===== src/rtl/wdg_pkg.sv =====
package wdg_pkg;
   localparam logic [11:0] OFS_RELOAD = 12'h000;
   localparam logic [11:0] OFS_COUNT  = 12'h004;
   localparam logic [11:0] OFS_CTRL   = 12'h008;
   localparam logic [11:0] OFS_ACK    = 12'h00C;
   localparam logic [11:0] OFS_RAW    = 12'h010;
   localparam logic [11:0] OFS_MSK    = 12'h014;
   localparam logic [11:0] OFS_LOCK   = 12'hC00;

   typedef struct packed {
      logic rst_en;
      logic run_en;
   } ctrl_t;
endpackage


===== src/rtl/wdg_cfg.sv =====
module wdg_cfg #(
   parameter int          DATA_W     = 32,
   parameter int          CNT_W      = 32,
   parameter logic [31:0] KEY        = 32'h1ACCE551,
   parameter bit          CLAMP_ZERO = 1'b1
) (
   input  logic                clk,
   input  logic                rst_n,
   input  logic                we,
   input  logic [11:0]         addr,
   input  logic [DATA_W-1:0]   wdata,
   output logic                unlocked,
   output wdg_pkg::ctrl_t      ctrl,
   output logic [CNT_W-1:0]    reload_q,
   output logic                ld_wr,
   output logic [CNT_W-1:0]    ld_val,
   output logic                ack_wr
);
   import wdg_pkg::*;

   logic open_wr;

   assign open_wr = we && unlocked;
   assign ld_wr   = open_wr && (addr == OFS_RELOAD);
   assign ack_wr  = open_wr && (addr == OFS_ACK);

   generate
      if (CLAMP_ZERO) begin : g_clamp
         assign ld_val = (wdata[CNT_W-1:0] == '0) ? CNT_W'(1) : wdata[CNT_W-1:0];
      end else begin : g_plain
         assign ld_val = wdata[CNT_W-1:0];
      end
   endgenerate

   always_ff @(posedge clk or negedge rst_n) begin
      if (!rst_n) begin
         unlocked <= 1'b0;
         ctrl     <= '0;
         reload_q <= '1;
      end else begin
         if (we && addr == OFS_LOCK)
            unlocked <= (wdata[31:0] == KEY);
         if (open_wr && addr == OFS_CTRL)
            ctrl <= ctrl_t'(wdata[1:0]);
         if (ld_wr)
            reload_q <= ld_val;
      end
   end

   AST_LOCK_HOLDS_RELOAD: assert property (@(posedge clk) disable iff (!rst_n)
      (!unlocked && we && addr == OFS_RELOAD) |=> $stable(reload_q));
   AST_LOCK_HOLDS_CTRL: assert property (@(posedge clk) disable iff (!rst_n)
      (!unlocked && we && addr == OFS_CTRL) |=> $stable(ctrl));
   AST_RELOAD_NONZERO: assert property (@(posedge clk) disable iff (!rst_n)
      ld_wr |=> (reload_q != '0));
endmodule


===== src/rtl/wdg_core.sv =====
module wdg_core #(
   parameter int CNT_W = 32
) (
   input  logic             clk,
   input  logic             rst_n,
   input  logic             tick,
   input  logic             run_en,
   input  logic             ld_wr,
   input  logic [CNT_W-1:0] ld_val,
   input  logic             ack_wr,
   input  logic [CNT_W-1:0] reload_q,
   output logic [CNT_W-1:0] cnt_q,
   output logic             raw_q,
   output logic             fire_q
);
   logic step;
   logic at_zero;

   assign step    = tick && run_en;
   assign at_zero = (cnt_q == '0);

   always_ff @(posedge clk or negedge rst_n) begin
      if (!rst_n) begin
         cnt_q  <= '1;
         raw_q  <= 1'b0;
         fire_q <= 1'b0;
      end else if (ld_wr) begin
         cnt_q <= ld_val;
      end else if (ack_wr) begin
         cnt_q  <= reload_q;
         raw_q  <= 1'b0;
         fire_q <= 1'b0;
      end else if (step) begin
         if (at_zero) begin
            cnt_q <= reload_q;
            if (raw_q) fire_q <= 1'b1;
            else       raw_q  <= 1'b1;
         end else begin
            cnt_q <= cnt_q - 1'b1;
         end
      end
   end

   AST_STEP_DOWN: assert property (@(posedge clk) disable iff (!rst_n)
      (step && !at_zero && !ld_wr && !ack_wr) |=> (cnt_q == $past(cnt_q) - 1'b1));
   AST_IDLE_HOLD: assert property (@(posedge clk) disable iff (!rst_n)
      (!step && !ld_wr && !ack_wr) |=> $stable(cnt_q));
   AST_FIRST_EXPIRY: assert property (@(posedge clk) disable iff (!rst_n)
      (step && at_zero && !raw_q && !ld_wr && !ack_wr) |=> (raw_q && !fire_q));
   AST_FIRE_STICKY: assert property (@(posedge clk) disable iff (!rst_n)
      (fire_q && !ack_wr) |=> fire_q);
   AST_ACK_CLEARS: assert property (@(posedge clk) disable iff (!rst_n)
      (ack_wr && !ld_wr) |=> (!raw_q && !fire_q));
endmodule


===== src/rtl/wdog_two_stage.sv =====
module wdog_two_stage #(
   parameter int          ADDR_W     = 12,
   parameter int          DATA_W     = 32,
   parameter int          CNT_W      = 32,
   parameter logic [31:0] KEY        = 32'h1ACCE551,
   parameter bit          CLAMP_ZERO = 1'b1
) (
   input  logic              clk,
   input  logic              rst_n,
   input  logic              tick_i,
   input  logic [ADDR_W-1:0] bus_addr,
   input  logic              bus_we,
   input  logic [DATA_W-1:0] bus_wdata,
   output logic [DATA_W-1:0] bus_rdata,
   output logic              irq_o,
   output logic              sys_rst_o
);
   import wdg_pkg::*;

   localparam int PAD_W = DATA_W - CNT_W;

   generate
      if (ADDR_W != 12) begin : g_bad_addr
         $error("wdog_two_stage: ADDR_W must be 12");
      end
      if (DATA_W != 32) begin : g_bad_data
         $error("wdog_two_stage: DATA_W must be 32");
      end
      if (CNT_W < 2 || CNT_W > DATA_W) begin : g_bad_cnt
         $error("wdog_two_stage: CNT_W out of range");
      end
   endgenerate

   logic             unlocked;
   ctrl_t            ctrl;
   logic [CNT_W-1:0] reload_q;
   logic             ld_wr;
   logic [CNT_W-1:0] ld_val;
   logic             ack_wr;
   logic [CNT_W-1:0] cnt_q;
   logic             raw_q;
   logic             fire_q;

   wdg_cfg #(
      .DATA_W(DATA_W), .CNT_W(CNT_W), .KEY(KEY), .CLAMP_ZERO(CLAMP_ZERO)
   ) i_cfg (
      .clk(clk), .rst_n(rst_n), .we(bus_we), .addr(bus_addr), .wdata(bus_wdata),
      .unlocked(unlocked), .ctrl(ctrl), .reload_q(reload_q),
      .ld_wr(ld_wr), .ld_val(ld_val), .ack_wr(ack_wr)
   );

   wdg_core #(.CNT_W(CNT_W)) i_core (
      .clk(clk), .rst_n(rst_n), .tick(tick_i), .run_en(ctrl.run_en),
      .ld_wr(ld_wr), .ld_val(ld_val), .ack_wr(ack_wr), .reload_q(reload_q),
      .cnt_q(cnt_q), .raw_q(raw_q), .fire_q(fire_q)
   );

   assign irq_o     = raw_q && ctrl.run_en;
   assign sys_rst_o = fire_q && ctrl.rst_en;

   always_comb begin
      bus_rdata = '0;
      case (bus_addr)
         OFS_RELOAD: bus_rdata = {{PAD_W{1'b0}}, reload_q};
         OFS_COUNT:  bus_rdata = {{PAD_W{1'b0}}, cnt_q};
         OFS_CTRL:   bus_rdata[1:0] = ctrl;
         OFS_RAW:    bus_rdata[0] = raw_q;
         OFS_MSK:    bus_rdata[0] = irq_o;
         OFS_LOCK:   bus_rdata[0] = !unlocked;
         default:    bus_rdata = '0;
      endcase
   end

   AST_CTRL_OFF_QUIET: assert property (@(posedge clk) disable iff (!rst_n)
      (bus_we && unlocked && bus_addr == OFS_CTRL && bus_wdata[1:0] == 2'b00)
      |=> (!irq_o && !sys_rst_o));
   AST_RESET_NEEDS_IRQ: assert property (@(posedge clk) disable iff (!rst_n)
      $rose(fire_q) |-> $past(raw_q));
endmodule


===== config.mk =====
export PLATFORM = sky130hd
export DESIGN_NAME = wdog_two_stage
export DESIGN_NICKNAME = d
export VERILOG_FILES = /design/src/rtl/wdg_pkg.sv /design/src/rtl/wdg_cfg.sv /design/src/rtl/wdg_core.sv /design/src/rtl/wdog_two_stage.sv
export SDC_FILE = /design/constraint.sdc
export NUM_CORES = 1
export LEC_CHECK = 0
export ABC_AREA = 0
export BUFFER_PORTS_ARGS = -buffer_cell sky130_fd_sc_hd__buf_2
export CAP_MARGIN = 20
export CELL_PAD_IN_SITES_DETAIL_PLACEMENT = 2
export CELL_PAD_IN_SITES_GLOBAL_PLACEMENT = 2
export CORE_ASPECT_RATIO = 0.7
export CORE_MARGIN = 8
export CORE_UTILIZATION = 36
export DETAILED_ROUTE_END_ITERATION = 12
export HOLD_SLACK_MARGIN = 0.12
export PLACE_DENSITY_LB_ADDON = 0.1
export SLEW_MARGIN = 25
export SYNTH_ARGS = -nofsm -noshare
export SYNTH_HDL_FRONTEND = slang
export SYNTH_SLANG_ARGS = --single-unit

===== constraint.sdc =====
create_clock -name clk -period 4.2 [get_ports clk]
set_input_delay 0.21 -clock clk [delete_from_list [all_inputs] [get_ports clk]]
set_output_delay 0.21 -clock clk [all_outputs]
set_load 0.1 [all_outputs]

Word-level counts from Yosys, hierarchy flattened
Index checks and enable logic that the tools add are counted.
{ "classes": {"bitwise_logic": 1, "eq_ne": 7, "add_sub_neg": 1, "n_reduce_logical": 18, "mux": 15} }
{ "op_table": {"columns": ["op", "count"], "rows": [
  ["32-bit 2-to-1 mux", 5],
  ["32-bit zero test", 2],
  ["30-bit case mux with 2 select lines", 1],
  ["32-bit by 29-bit == test with 1-bit output (second input constant)", 1],
  ["32-bit by 1-bit subtractor with 32-bit output (second input constant)", 1],
  ["12-bit by 4-bit == test with 1-bit output (second input constant)", 2],
  ["12-bit by 5-bit == test with 1-bit output (second input constant)", 2],
  ["12-bit == test (second input constant)", 1],
  ["12-bit by 3-bit == test with 1-bit output (second input constant)", 1],
  ["12-bit zero test", 1],
  ["1-bit logical AND", 8],
  ["1-bit 2-to-1 mux", 7],
  ["1-bit case mux with 6 select lines", 1],
  ["2-bit nonzero test", 3],
  ["4-bit AND reduction", 1],
  ["1-bit case mux with 3 select lines", 1],
  ["3-bit AND reduction", 1],
  ["3-bit nonzero test", 1],
  ["1-bit zero test", 1],
  ["1-bit NOT", 1]
]} }
{ "word_totals": {"out_inout_bits": 34, "register_bits": 69, "wordCells": 49} }

Longest topological paths before layout
Gate-level depths: netlist of run 1.
{ "depth": {"ltp_word": 5, "ltp_mapped": 9, "depth_no_buf": 8} }

Hierarchy
Synthesis of run 1 repeated with hierarchy kept, for this count alone.
{ "hier_totals": {"cells_unflattened": 535, "area_unflattened_um2": 5034.8} }
{ "modules_own_cells": {"columns": ["module", "cells_per_inst", "area_per_inst_um2", "n_inst"], "rows": [
  ["wdg_core", 333, 2657.5, 1],
  ["wdg_cfg", 137, 1806.7, 1],
  ["wdog_two_stage", 65, 570.5, 1]
]} }

Worst setup path after synthesis of run 1
OpenSTA, ideal clock, no wires.
{ "synth_path": {"path_kind": "input to output", "start": "input port bus_addr[5]", "end": "output port bus_rdata[0]", "arrival_ns": 2.703, "path_buffers": 1, "path_slack_ns": 1.287, "t_required_ns": 3.990, "cell_stages": 5, "path_cell_list": "or4_1 > clkbuf_1 > nor3_1 > a21oi_1 > o22ai_1"} }
{ "synth_between": {"elab_chain_cells": 2, "word_cells_on_any_way": 7} }
{ "synth_rtl": {"columns": ["element", "line_no", "text"], "rows": [
  ["start, declared", "wdog_two_stage.sv:11", "input logic [ADDR_W-1:0] bus_addr,"],
  ["12-bit == test, or another cell as far along", "wdog_two_stage.sv:63", "case (bus_addr)"],
  ["1-bit case mux with 6 select lines (*)", "wdog_two_stage.sv:63", null],
  ["end, declared", "wdog_two_stage.sv:14", "output logic [DATA_W-1:0] bus_rdata,"]
]} }
Every way passes the cells marked *; elsewhere a longest branch is shown, timed or not.

Worst setup path after layout of run 1
{ "layout_path": {"start": "register i_core.cnt_q[2]", "end": "register i_core.cnt_q[24]"} }
{ "layout_between": {"elab_chain_cells": 5, "word_cells_on_any_way": 6} }
{ "layout_rtl": {"columns": ["element", "line_no", "text"], "rows": [
  ["start, declared", "wdg_core.sv:12", "output logic [CNT_W-1:0] cnt_q,"],
  ["start signal, assigned", "wdg_core.sv:28", "cnt_q <= ld_val;"],
  ["start signal, assigned", "wdg_core.sv:30", "cnt_q <= reload_q;"],
  ["start signal, assigned", "wdg_core.sv:35", "cnt_q <= reload_q;"],
  ["32-bit by 1-bit subtractor with 32-bit output / 32-bit zero test (equally long branches)", "wdg_core.sv:39, wdg_core.sv:20", null],
  ["32-bit 2-to-1 mux (*)", "wdg_core.sv:34", "if (at_zero) begin"],
  ["32-bit 2-to-1 mux (*)", "wdg_core.sv:33", "end else if (step) begin"],
  ["32-bit 2-to-1 mux (*)", "wdg_core.sv:29", "end else if (ack_wr) begin"],
  ["32-bit 2-to-1 mux (*)", "wdg_core.sv:27", "end else if (ld_wr) begin"]
]} }
Every way passes the cells marked *; elsewhere a longest branch is shown, timed or not. The select of a mux whose other input is x is not followed.
A chain may end at the register's enable or synchronous reset.

==> out/metrics.yaml, run 1 <==
logic_synthesis:
  synth-edff-count: 0
  synth_seq_area_share_pct: 40.6
  synth_flop_cell: "dfstp_2"
  synthAdderAreaFrac_pct: 0.562
  synth_fp_nets: 584
  yosys.area_share.xor_xnor_pct: 1.38
  syn_avg_cell_area_sq_um: 8.34
  synth_cell_types: 68
  synth_top_family_by_area: "simple AND/OR/NAND/NOR gates"
  synthArstFlopShare_pct: 100
  synth-seq-cells: 69
  synth_compound_area_share_pct: 23.0
  synth_mux_area_share_pct: 1.77
  synth-simple-area-share_pct: 28.2
  mappedNetlistArea_sq_um: 4450
  ys_warn_count: 0
  synth_cells: 534
power:
  cellPowerDensity_nw_per_um2: 281
  leakage_nw: 2.35
  peakVddDrop_uv: 176
  power_w: 0.00155
worst_hold_path:
  min_path_cells: 3
  hp-class: "input port to register"
floorplan:
  rows: 34
  core_area_sq_um: 12300
  die_h_um: 109
  start_util_pct: 36.3
  ios: 82
  die_area_sq_um: 16200
  die_w_um: 149
final_layout:
  drive_gt1_share_pct: 30.1
  fillerInstances: 1389
  syn2layout_area_growth_pct: 23.7
  antennaDiodeCount: 0
  final_nets: 672
critical_path:
  endpoint_kind: "register"
  max_stage_delay_ps: 760
  critPathTopFamily: "simple AND/OR/NAND/NOR gates"
  critPathKind: "register to register"
  ff2ff_path_depth: 6
  crit_chain: "or4_4, or4_4, or3_4, a21oi_1, a21boi_0, o211ai_1"
  cp_max_fo: 13
  crit_path_top_delay_cell: "a21oi_1"
  start_kind: "register"
  cp.required_ps: 4460
  crit_buf_inv: 0
  arrival_ps: 3520
  cp.depth: 6
  cpMostUsedCell: "or4_4"
sta:
  rsz0062_at_grt: "no"
  fin_crit_sh_pct: 77.6
  period_needed_ps: 3260
  worst_slew_pin_slew_ps: 1010
  setup_viol: 0
  finalMaxSlewViolations: 0
  fin_skew_ps: 6.50
  finalSetupTns_ps: 0
  fmax_mhz: 307
  max-slew-margin-rel_pct: 32.3
  hold_viol_final: 0
job:
  drv_cap: 0
drt:
  wl_mm: 19.6
  antenna_left: 0
  drtIter0Drc: 320
  vias_per_cell: 6.08
  wl_per_cell_um: 24.9
  drc_errors: 0
  num_vias: 4787
  dr.pass1.iters: 4
global_routing:
  grt_first_pass_wirelength_mm: 31.1
  grt_max_degree: 47
  overflow: 0
  grt_use_total_pct: 24.8
  grt_pass1_vias: 5345
  grt_antenna_before_repair: 0
clocking:
  cts.path.max_buffers: 2
  path_clk_slew_ps: 60
  htree_levels: 3
  cts-resized-gates: 0
  cts_buffers: 9
  cts_tree: "done"
  clk_latency_ps: 340
  cts_sinks: 69
  cts_setup_buffers: 0
  root_buffer: "clkbuf_16"
run_status:
  status: "complete, no violations"
placement:
  port-buffer-count: 81
  gp_congestion: 0.886
  detailedPlacementHpwl_mm: 14.2
final cells by class:
type | instances | area, sq um | share of cell area (%)
multi-input combinational | 417 | 2460 | 44.7
sequential | 69 | 1810 | 32.8
timing repair buffer | 113 | 691 | 12.5
clock buffer | 13 | 270 | 4.91
tap | 162 | 203 | 3.68
inverter | 12 | 45.0 | 0.818
clock inverter | 1 | 30.0 | 0.545
what timing repair did:
action | CTS | global route
setup endpoints to repair | 0 | 0
hold endpoints to repair | 21 | 0
hold buffers | 17 | 0
sequential cells by signal, summed over array words and instances, names as in the netlist:
signal / count
i_cfg.unlocked: 1
i_cfg.ctrl: 2
i_cfg.reload_q: 32
i_core.cnt_q: 32
i_core.fire_q: 1
i_core.raw_q: 1
worst min-delay path, stage by stage:
cell	delay, ps
buf_2	110
nand2_1	80
nand2_1	50
per-layer routing:
layer,share of wire (%),track usage [%],up-vias
met5,0,0,-
met4,1.2,6.75,0
met3,7.7,6.14,21
met2,46,39.8,160
met1,45,32.9,2435
li1,-,-,2171
kinds of logic (layout without fill, tap and decap cells):
| family | after synthesis | in the layout |
|---|---|---|
| simple gates | 259 | 259 |
| buf+inv | 48 | 139 |
| fa+ha+maj | 2 | 2 |
| xor+xnor | 7 | 7 |
| compound gates | 142 | 142 |
| flops | 69 | 69 |
| mux | 7 | 7 |
report_power, final:
group / switching (W) / internal [W]
logic: 0.0000487 / 0.0000322
clock network: 0.000297 / 0.000503
registers: 0.000000116 / 0.000668
total: 0.000346 / 0.00120
stage by stage:
| stage | instances | cell area (sq um) | util (%) | hold WS [ps] | worst slack, ps |
|---|---|---|---|---|---|
| after floorplan | 534 | 4450 | - | -85.6 | 1290 |
| after global placement | 756 | 5030 | 41.1 | 433 | 1010 |
| after detailed placement | 756 | 5030 | 41.1 | 274 | 876 |
| after CTS | 787 | 5510 | 44.9 | 125 | 959 |
| after global routing | 787 | 5510 | 44.9 | 140 | 796 |
| final | 787 | 5510 | 44.9 | 116 | 940 |
layout by cell type (no fill, tap or decap), types with 7 or more instances in the layout:
master and instances:
a22o_1 31, nor2_1 24, nand2_1 127, a31oi_1 11, dlygate4sd3_1 17, and2_1 7
nand3_1 12, or4_1 8, nand4_1 16, buf_4 16, nor4_1 23, nor3_1 14
a21oi_1 25, clkbuf_16 9, buf_2 80, dfstp_2 64, inv_1 12, o21ai_0 21
path summary, 6_finish.rpt:
kind | startpoint | slack [ps] | to
max | i_core.cnt_q[2] | 940 | i_core.cnt_q[24]
min | bus_wdata[12] | 120 | i_cfg.reload_q[12]
max reg2reg | i_core.cnt_q[2] | 940 | i_core.cnt_q[24]
min reg2reg | i_cfg.reload_q[7] | 470 | i_cfg.reload_q[7]
max in group asynchronous | rst_n | 2890 | i_core.cnt_q[22]
min in group asynchronous | rst_n | 440 | i_cfg.ctrl[1]
cell usage after synthesis, types with 3 or more instances:
cell | instances | area, sq um
o2111ai_1 | 3 | 26.3
nor3_1 | 14 | 70.1
nor4_1 | 23 | 144
buf_2 | 3 | 15.0
nand4_1 | 16 | 100
o22ai_1 | 6 | 37.5
and2_1 | 7 | 43.8
xnor2_1 | 5 | 43.8
o211ai_1 | 6 | 45.0
nand2_1 | 127 | 477
o311ai_0 | 5 | 43.8
dfrtp_1 | 5 | 125
clkbuf_1 | 30 | 113
nor2_1 | 26 | 97.6
dfstp_2 | 64 | 1680
mux2i_1 | 3 | 30.0
or4_1 | 8 | 60.1
inv_1 | 12 | 45.0
a31oi_1 | 11 | 68.8
nor2b_1 | 3 | 18.8
nand2b_1 | 3 | 18.8
and3_1 | 3 | 18.8
or3_1 | 3 | 18.8
a21oi_1 | 25 | 125
a22o_1 | 31 | 272
mux2_2 | 3 | 33.8
a41oi_1 | 3 | 26.3
o21ai_0 | 21 | 105
nand3_1 | 12 | 60.1
Note: power is estimated with default switching activity, not from simulation.
==> inputs of run 2 (changes only) <==
- ABC_AREA: 0 -> 1
- CORE_UTILIZATION: 36 -> 29
- clock period: 4.2 -> 2.6 ns (I/O delays scaled with it)
==> out/metrics.yaml, run 2 <==
clocking:
  cts_setup_buffers: 0
  clk_latency_ps: 350
  cts_buffers: 9
  cts_tree: "done"
  root_buffer: "clkbuf_16"
  cts.path.max_buffers: 2
  htree_levels: 3
  cts_sinks: 69
  path_clk_slew_ps: 60
placement:
  port-buffer-count: 81
  detailedPlacementHpwl_mm: 19.4
  gp_congestion: 0.866
  place_inst: 1114
  pre_cts_ws_ps: 452
final_layout:
  top_regs: "i_cfg.reload_q: 32 flops, i_core.cnt_q: 32 flops, i_cfg.ctrl: 2 flops"
  syn2layout_area_growth_pct: 30.9
  layout_common_cells: "nand2_1 (249), nor2_1 (103), nand3_1 (93)"
  antennaDiodeCount: 0
  fillerInstances: 2149
  drive_gt1_share_pct: 26.3
  final_common_cell: "nand2_1"
  layout.cells.non_filler: 1155
  final_util_pct: 38.9
  final_nets: 964
sta:
  fin_crit_sh_pct: 85.7
  rsz0062_at_grt: "no"
  fmax_mhz: 449
  period_needed_ps: 2230
  hold_viol_final: 0
  finalMaxSlewViolations: 0
  worst_slew_pin_slew_ps: 619
  fin_skew_ps: 9.36
  finalSetupTns_ps: 0
  worst_slack_ps: 372
  max-slew-margin-rel_pct: 58.3
  setup_viol: 0
critical_path:
  crit_buf_inv: 5
  arrival_ps: 2510
  cp.required_ps: 2880
  critPathKind: "input port to register"
  critPathTopFamily: "buffers and inverters"
  cp.depth: 11
  rrSetupSlack_ps: 410
  cpMostUsedCell: "nand2_1"
  endpoint_kind: "register"
  ff2ff_path_depth: 11
  rr_startpoint: "i_core.cnt_q[0]"
  crit_path_top_delay_cell: "dlygate4sd3_1"
  start_kind: "input port"
  cp_max_fo: 14
  max_stage_delay_ps: 540
  r2r_end: "i_core.cnt_q[4]"
  crit_chain: "dlygate4sd3_1, buf_2, nand2_1, inv_1, nand3b_4, inv_2, nor2_4, buf_12, nand3_1, nand2_1, a21oi_2"
logic_synthesis:
  synth_top_area_share_pct: 31.3
  synth_flop_cell: "dfstp_2"
  synth_cells: 811
  synth_seq_area_share_pct: 33.6
  yosys.cell_count.top_type: "nand2_1"
  synth_fp_nets: 861
  synthTopCellsByArea: "dfstp_2 (31%), nand2_1 (17%), nand3_1 (8.7%)"
  ys_warn_count: 0
  syn_avg_cell_area_sq_um: 6.63
  synth_area_leader_cell: "dfstp_2"
  synthArstFlopShare_pct: 100
  synth-seq-cells: 69
  synthTopCellsByCount: "nand2_1 (249), nor2_1 (103), nand3_1 (93), inv_1 (88), dfstp_2 (64)"
  synth_cell_types: 36
  synth-edff-count: 0
  mappedNetlistArea_sq_um: 5380
drt:
  dr.pass1.iters: 4
  antenna_left: 0
  drc_errors: 0
  wl_per_cell_um: 21.5
  drtIter0Drc: 298
  wl_mm: 24.8
  vias_per_cell: 5.10
  num_vias: 5891
power:
  leakage_nw: 3.35
  cellPowerDensity_nw_per_um2: 439
  peakVddDrop_uv: 225
  power_w: 0.00309
job:
  drv_cap: 0
worst_hold_path:
  hold_path.startpoint: "bus_wdata[0]"
  min_path_cells: 3
  min_to: "i_cfg.ctrl[0]"
  hp-class: "input port to register"
floorplan:
  ios: 82
  start_util_pct: 29.7
  die_w_um: 179
  rows: 41
  core_area_sq_um: 18100
  die_area_sq_um: 23200
  die_h_um: 130
global_routing:
  grt_max_degree: 44
  grt_use_total_pct: 22.0
  grt_antenna_before_repair: 0
  overflow: 0
  grt_pass1_vias: 6530
  grt_first_pass_wirelength_mm: 38.7
run_status:
  status: "complete, no violations"
-- run 2: cell types whose count changed in the layout (fill, tap and decap cells not counted), sizes merged, moves of 31 or more --
cell   change
inv       +84
nand3     +93
nand2    +128
o21ai     +33
a22o      -31
nor2      +93
-- run 2: final cells by class --
class | count | area, sq um | share of cell area (%)
Clock buffer | 10 | 229 | 3.25
Clock inverter | 6 | 72.6 | 1.03
Inverter | 96 | 364 | 5.17
Multi-Input combinational cell | 616 | 3010 | 42.7
Sequential cell | 69 | 1810 | 25.7
Tap cell | 236 | 295 | 4.19
Timing Repair Buffer | 122 | 1270 | 18.0
-- run 2: what timing repair did --
item	4_1_cts	5_1_grt
hold endpoints to repair	45	0
hold buffers	25	0
setup endpoints to repair	0	0
resized for setup	0	0
-- run 2: per-layer routing --
layer	track usage, %	vias to the layer above	share of wire (%)
li1	-	2802	-
met1	30.6	2981	50
met2	35.1	88	45
met3	3.43	20	3.4
met4	5.04	0	1.5
met5	0	-	0
-- run 2: worst reg2reg max path, cell delays in order (launching register included) --
cell and delay (ps):
dfstp_2 550, inv_1 100, ha_1 250, nand2_1 80, nor2_1 60, nand2_1 70, nor2_1 40, nand2_2 220
nand3_4 330, nand2_1 160, nand2_1 90, a21oi_2 160
-- run 2: worst max-delay path by stage --
stage / startpoint / endpoint / slack [ps]
2_1_floorplan: bus_addr[11] / bus_rdata[12] / -550
4_1_cts: i_core.cnt_q[0] / bus_rdata[0] / 350
6_report: bus_we / i_core.cnt_q[31] / 370
3_5_place_dp: i_core.cnt_q[0] / i_core.cnt_q[4] / 450
3_3_place_gp: i_cfg.unlocked / i_core.cnt_q[2] / 500
5_1_grt: bus_we / i_core.cnt_q[31] / 270
-- run 2: logic make-up after synthesis --
group	share of synthesized area [%]
xor+xnor	1.47
simple gates	42.7
buf+inv	10.5
flops	33.6
fa+ha+maj	0.465
compound gates	11.3
-- run 2: where the power goes --
group,switching [W],internal (W)
Combinational,0.000415,0.000198
Clock,0.000564,0.000753
Sequential,0.0000370,0.00112
-- run 2: per-stage QoR --
step / hold WS, ps / instance area (sq um)
finish: 138 / 7040
CTS: 137 / 7040
detailed placement: 75.8 / 6490
floorplan: -166 / 5380
global route: 150 / 7040
global placement: 70.2 / 6490
